File: config.mk
export PLATFORM = sky130hd
export DESIGN_NAME = softrst_bank
export DESIGN_NICKNAME = d
export VERILOG_FILES = /design/src/rtl/softrst_pkg.sv /design/src/rtl/softrst_decode.sv /design/src/rtl/softrst_reg.sv /design/src/rtl/softrst_readmux.sv /design/src/rtl/softrst_bank.sv
export SDC_FILE = /design/constraint.sdc
export NUM_CORES = 1
export LEC_CHECK = 0
export CAP_MARGIN = 20
export CORE_MARGIN = 4
export CORE_UTILIZATION = 30
export DETAILED_ROUTE_END_ITERATION = 7
export DONT_BUFFER_PORTS = 1
export MAX_ROUTING_LAYER = met4
export SETUP_SLACK_MARGIN = 0.05
export SLEW_MARGIN = 0
export SYNTH_ARGS = -nofsm -noshare
export SYNTH_HDL_FRONTEND = slang
export SYNTH_HIERARCHICAL = 1
export SYNTH_SLANG_ARGS = --single-unit
File: constraint.sdc
create_clock -name clk -period 2.7 [get_ports clk]
set_input_delay 0.135 -clock clk [delete_from_list [all_inputs] [get_ports clk]]
set_output_delay 0.135 -clock clk [all_outputs]
set_load 0.03 [all_outputs]
File: src/rtl/softrst_pkg.sv
package softrst_pkg;

  // Reset lines held by one register for the selected write mode.
  function automatic int lines_per_reg(input bit masked);
    return masked ? 16 : 32;
  endfunction

  // Masked update: the upper half of wd enables the lower-half bits of cur.
  function automatic logic [15:0] masked_merge(input logic [15:0] cur,
                                               input logic [31:0] wd);
    return (cur & ~wd[31:16]) | (wd[15:0] & wd[31:16]);
  endfunction

endpackage

File: src/rtl/softrst_decode.sv
module softrst_decode #(
  parameter int NUM_REGS = 4,
  parameter int ADDR_W   = 4
) (
  input  logic              valid,
  input  logic              write,
  input  logic [ADDR_W-1:0] addr,
  output logic [NUM_REGS-1:0] wr_sel,
  output logic              rd_hit,
  output logic              in_range
);
  assign in_range = (32'(addr) < 32'(NUM_REGS));
  assign rd_hit   = valid & ~write & in_range;

  for (genvar g = 0; g < NUM_REGS; g++) begin : g_sel
    assign wr_sel[g] = valid & write & (addr == ADDR_W'(g));
  end

  // only one register can be written at a time, and none when out of range
  always_comb begin
    a_r7_sel_onehot: assert ($onehot0(wr_sel));
    if (!in_range) a_r7_no_sel_out_of_range: assert (wr_sel == '0);
  end
endmodule

File: src/rtl/softrst_reg.sv
module softrst_reg #(
  parameter bit MASKED = 1'b1,
  parameter int W      = 16
) (
  input  logic          clk,
  input  logic          rst_n,
  input  logic          wr_en,
  input  logic [31:0]   wdata,
  output logic [W-1:0]  q
);
  logic [W-1:0] nxt;

  if (MASKED) begin : g_masked
    assign nxt = W'(softrst_pkg::masked_merge(16'(q), wdata));

    // enabled bits take the written value
    a_r2_enabled_load: assert property (@(posedge clk) disable iff (!rst_n)
      wr_en |=> ((q & $past(wdata[16 +: W])) == ($past(wdata[W-1:0]) & $past(wdata[16 +: W]))));
    // bits without enable hold their value
    a_r3_disabled_hold: assert property (@(posedge clk) disable iff (!rst_n)
      wr_en |=> ((q & ~$past(wdata[16 +: W])) == ($past(q) & ~$past(wdata[16 +: W]))));
  end else begin : g_plain
    assign nxt = W'(wdata);

    // plain write replaces the whole register
    a_r5_full_overwrite: assert property (@(posedge clk) disable iff (!rst_n)
      wr_en |=> (q == $past(wdata[W-1:0])));
  end

  always_ff @(posedge clk or negedge rst_n) begin
    if (!rst_n)     q <= '0;
    else if (wr_en) q <= nxt;
  end

  // the register is untouched without its write select
  a_r8_hold_idle: assert property (@(posedge clk) disable iff (!rst_n)
    !wr_en |=> $stable(q));
endmodule

File: src/rtl/softrst_readmux.sv
module softrst_readmux #(
  parameter int NUM_REGS = 4,
  parameter int W        = 16,
  parameter int ADDR_W   = 4
) (
  input  logic [NUM_REGS*W-1:0] q_all,
  input  logic [ADDR_W-1:0]     addr,
  input  logic                  rd_hit,
  output logic [31:0]           rdata
);
  always_comb begin
    rdata = '0;
    for (int r = 0; r < NUM_REGS; r++) begin
      if (rd_hit && (32'(addr) == r)) rdata = 32'(q_all[r*W +: W]);
    end
  end
endmodule

File: src/rtl/softrst_bank.sv
module softrst_bank #(
  parameter bit MASKED   = 1'b1,
  parameter int NUM_REGS = 4,
  parameter int ADDR_W   = 4,
  localparam int LPR       = softrst_pkg::lines_per_reg(MASKED),
  localparam int NUM_LINES = NUM_REGS * LPR
) (
  input  logic                 clk,
  input  logic                 rst_n,
  input  logic                 bus_valid,
  input  logic                 bus_write,
  input  logic [ADDR_W-1:0]    bus_addr,
  input  logic [31:0]          bus_wdata,
  output logic [31:0]          bus_rdata,
  output logic [NUM_LINES-1:0] rst_lines
);
  logic [NUM_REGS-1:0] wr_sel;
  logic                rd_hit;
  logic                in_range;

  softrst_decode #(.NUM_REGS(NUM_REGS), .ADDR_W(ADDR_W)) u_decode (
    .valid(bus_valid), .write(bus_write), .addr(bus_addr),
    .wr_sel(wr_sel), .rd_hit(rd_hit), .in_range(in_range)
  );

  for (genvar r = 0; r < NUM_REGS; r++) begin : g_reg
    softrst_reg #(.MASKED(MASKED), .W(LPR)) u_reg (
      .clk(clk), .rst_n(rst_n), .wr_en(wr_sel[r]), .wdata(bus_wdata),
      .q(rst_lines[r*LPR +: LPR])
    );
  end

  softrst_readmux #(.NUM_REGS(NUM_REGS), .W(LPR), .ADDR_W(ADDR_W)) u_readmux (
    .q_all(rst_lines), .addr(bus_addr), .rd_hit(rd_hit), .rdata(bus_rdata)
  );

  // the first cycle after reset sees all lines released
  a_r1_reset_clear: assert property (@(posedge clk) disable iff (!rst_n)
    $past(!rst_n) |-> (rst_lines == '0));
  // the line vector moves only after an accepted write
  a_r9_change_needs_write: assert property (@(posedge clk) disable iff (!rst_n)
    !(bus_valid && bus_write) |=> $stable(rst_lines));
  // out-of-range writes change nothing
  a_r7_oor_write_ignored: assert property (@(posedge clk) disable iff (!rst_n)
    (bus_valid && bus_write && !in_range) |=> $stable(rst_lines));

  always_comb begin
    // read data mirrors the addressed slice of the line vector
    if (rd_hit) a_r6_read_mirrors_lines:
      assert (bus_rdata == 32'(rst_lines[32'(bus_addr)*LPR +: LPR]));
    // no read, no data
    if (!(bus_valid && !bus_write)) a_r8_rdata_idle_zero: assert (bus_rdata == '0);
  end
endmodule

==> reports/metrics.cfg <==
[floorplanning]
initial_core_util=0.306
coreArea_um2=11400
chipHeight_um=116
io_pins=136
die-area_um2=13500
die_w_um=116
rows=39

[logic_synthesis]
synthCells=282
syn_area_um2=3500
ys_warn_count=6
syn_area_per_cell_um2=12.4

[routing]
drcViolationCount=0
firstDrtPassIters=4
ant_nets=0
wl_mm=9.34
dr.first_iter.drc_count=90
vias=2266
wl_per_cell_um=20.2
viasPerCell=4.89

[clock_tree]
cts_max_path_buffers=2
cts_tree=built
worst_skew_pair.late_latency_ps=330
h-tree-depth=3
clk_pin_slew_ps=50
clock-root-buffer=clkbuf_16
cts_inserted_buffers=9
cts_resized=0
clock_sinks=64

[power_and_ir_drop]
p_leak_nw=1.97
vdd_ir_drop_max_mv=0.399
power.density_nw_per_um2=696

[hold_path]
min_from=bus_wdata[31]
hold_path.class=input pin to flip-flop
worstHoldPathCells=2

[critical_path]
criticalPathCategory=input pin to output pin
cp.required_ps=2570
path_max_fanout=16
r2r_cells=1
critPathArrivalTime_ps=1610
cp-end-kind=output pin
r2r_slack_ps=1740
start_kind=input pin

[global_routing]
grt_antenna_before_repair=0
grt_pass1_wl_mm=14.0
overflow=0
grt_max_degree=65
first_global_vias=2427
grt_use_total=0.145

[sta]
setup-violations-final=0
worst_slack_ps=959
hold_violations=0
slew_violations=0
fmax_mhz=574
rsz0062_at_grt=false
fin_crit_ps=1740
final.setup.tns_ps=0
fin_crit_sh=0.645
skew_ps=0

[job]
cap_violations=0

[place]
gp_congestion=0.755
placed_area_um2=3650
dp_slack_ps=948
port-buffer-count=0
dp.final_hpwl_mm=6.39

[cells_and_area]
syn_to_final_growth_pct=17.8
antenna_cells=0
drive_gt1_frac=0.334
post-route-cell-area_um2=4120
fillCellCount=1130
nets=355

[status]
status=complete, no violations

## stage by stage
step / total power (W) / cells / utilization / hold slack [ps]
detailed placement: 0.00178 / 429 / 0.320 / -159
global placement: 0.00176 / 429 / 0.320 / -159
floorplan: 0.00173 / 297 / - / -161
finish: 0.00287 / 463 / 0.361 / 23.2
global route: 0.00301 / 463 / 0.361 / 4.02
CTS: 0.00292 / 463 / 0.361 / 1.41
## layout make-up
type,count,area [µm²],area share
multi-input cells,201,1710,0.415
flip-flops and latches,64,1600,0.389
repair buffers,39,355,0.0862
clock buffers,11,243,0.0589
well taps,143,179,0.0434
clock inverters,5,32.5,0.00789
## metal layers
layer / track usage / up-vias / wire length (µm)
li1: - / 1018 / -
met1: 0.158 / 1140 / 3660
met2: 0.232 / 95 / 4630
met3: 0.0611 / 13 / 888
met4: 0.0580 / 0 / 160
met5: - / - / 0
## worst max-delay path, cell delays in order
cell	delay (ps)
nor4b_1	340
or4b_4	680
o22ai_1	250
buf_4	190
## worst max-delay path by stage
stage | depth (start not counted) | end | slack (ps) | start
global placement | 5 | flip-flop | 970 | bus_addr[2]
finish | 4 | bus_rdata[9] | 960 | bus_write
detailed placement | 5 | flip-flop | 950 | bus_addr[2]
global route | 4 | bus_rdata[0] | 850 | bus_write
floorplan | 5 | bus_rdata[10] | 840 | bus_write
CTS | 4 | bus_rdata[9] | 950 | bus_write
## report_power, final
group          leakage (nW)  switching [W]  total [W]  internal (W)
Sequential            0.850       0.000399    0.00148       0.00108
Clock                 0.128       0.000419    0.00106      0.000642
Combinational         0.992       0.000126   0.000328      0.000202
Total                  1.97       0.000943    0.00287       0.00193
## repair_timing
item / 4_1_cts / 5_1_grt
hold endpoints to repair: 128 / 0
setup buffers: 0 / 0
hold buffers: 18 / 0
## cells in the final DEF, fill, tap and decap left out, drive strengths merged, types with 3 or more instances in the layout
| cell type | count |
|---|---|
| o22ai | 16 |
| clkbuf | 11 |
| mux2i | 32 |
| buf | 22 |
| conb | 16 |
| nand2 | 65 |
| clkinvlp | 3 |
| dfrtp | 64 |
| mux2 | 64 |
| dlygate4sd3 | 17 |
(Power assumes the default switching activity.)
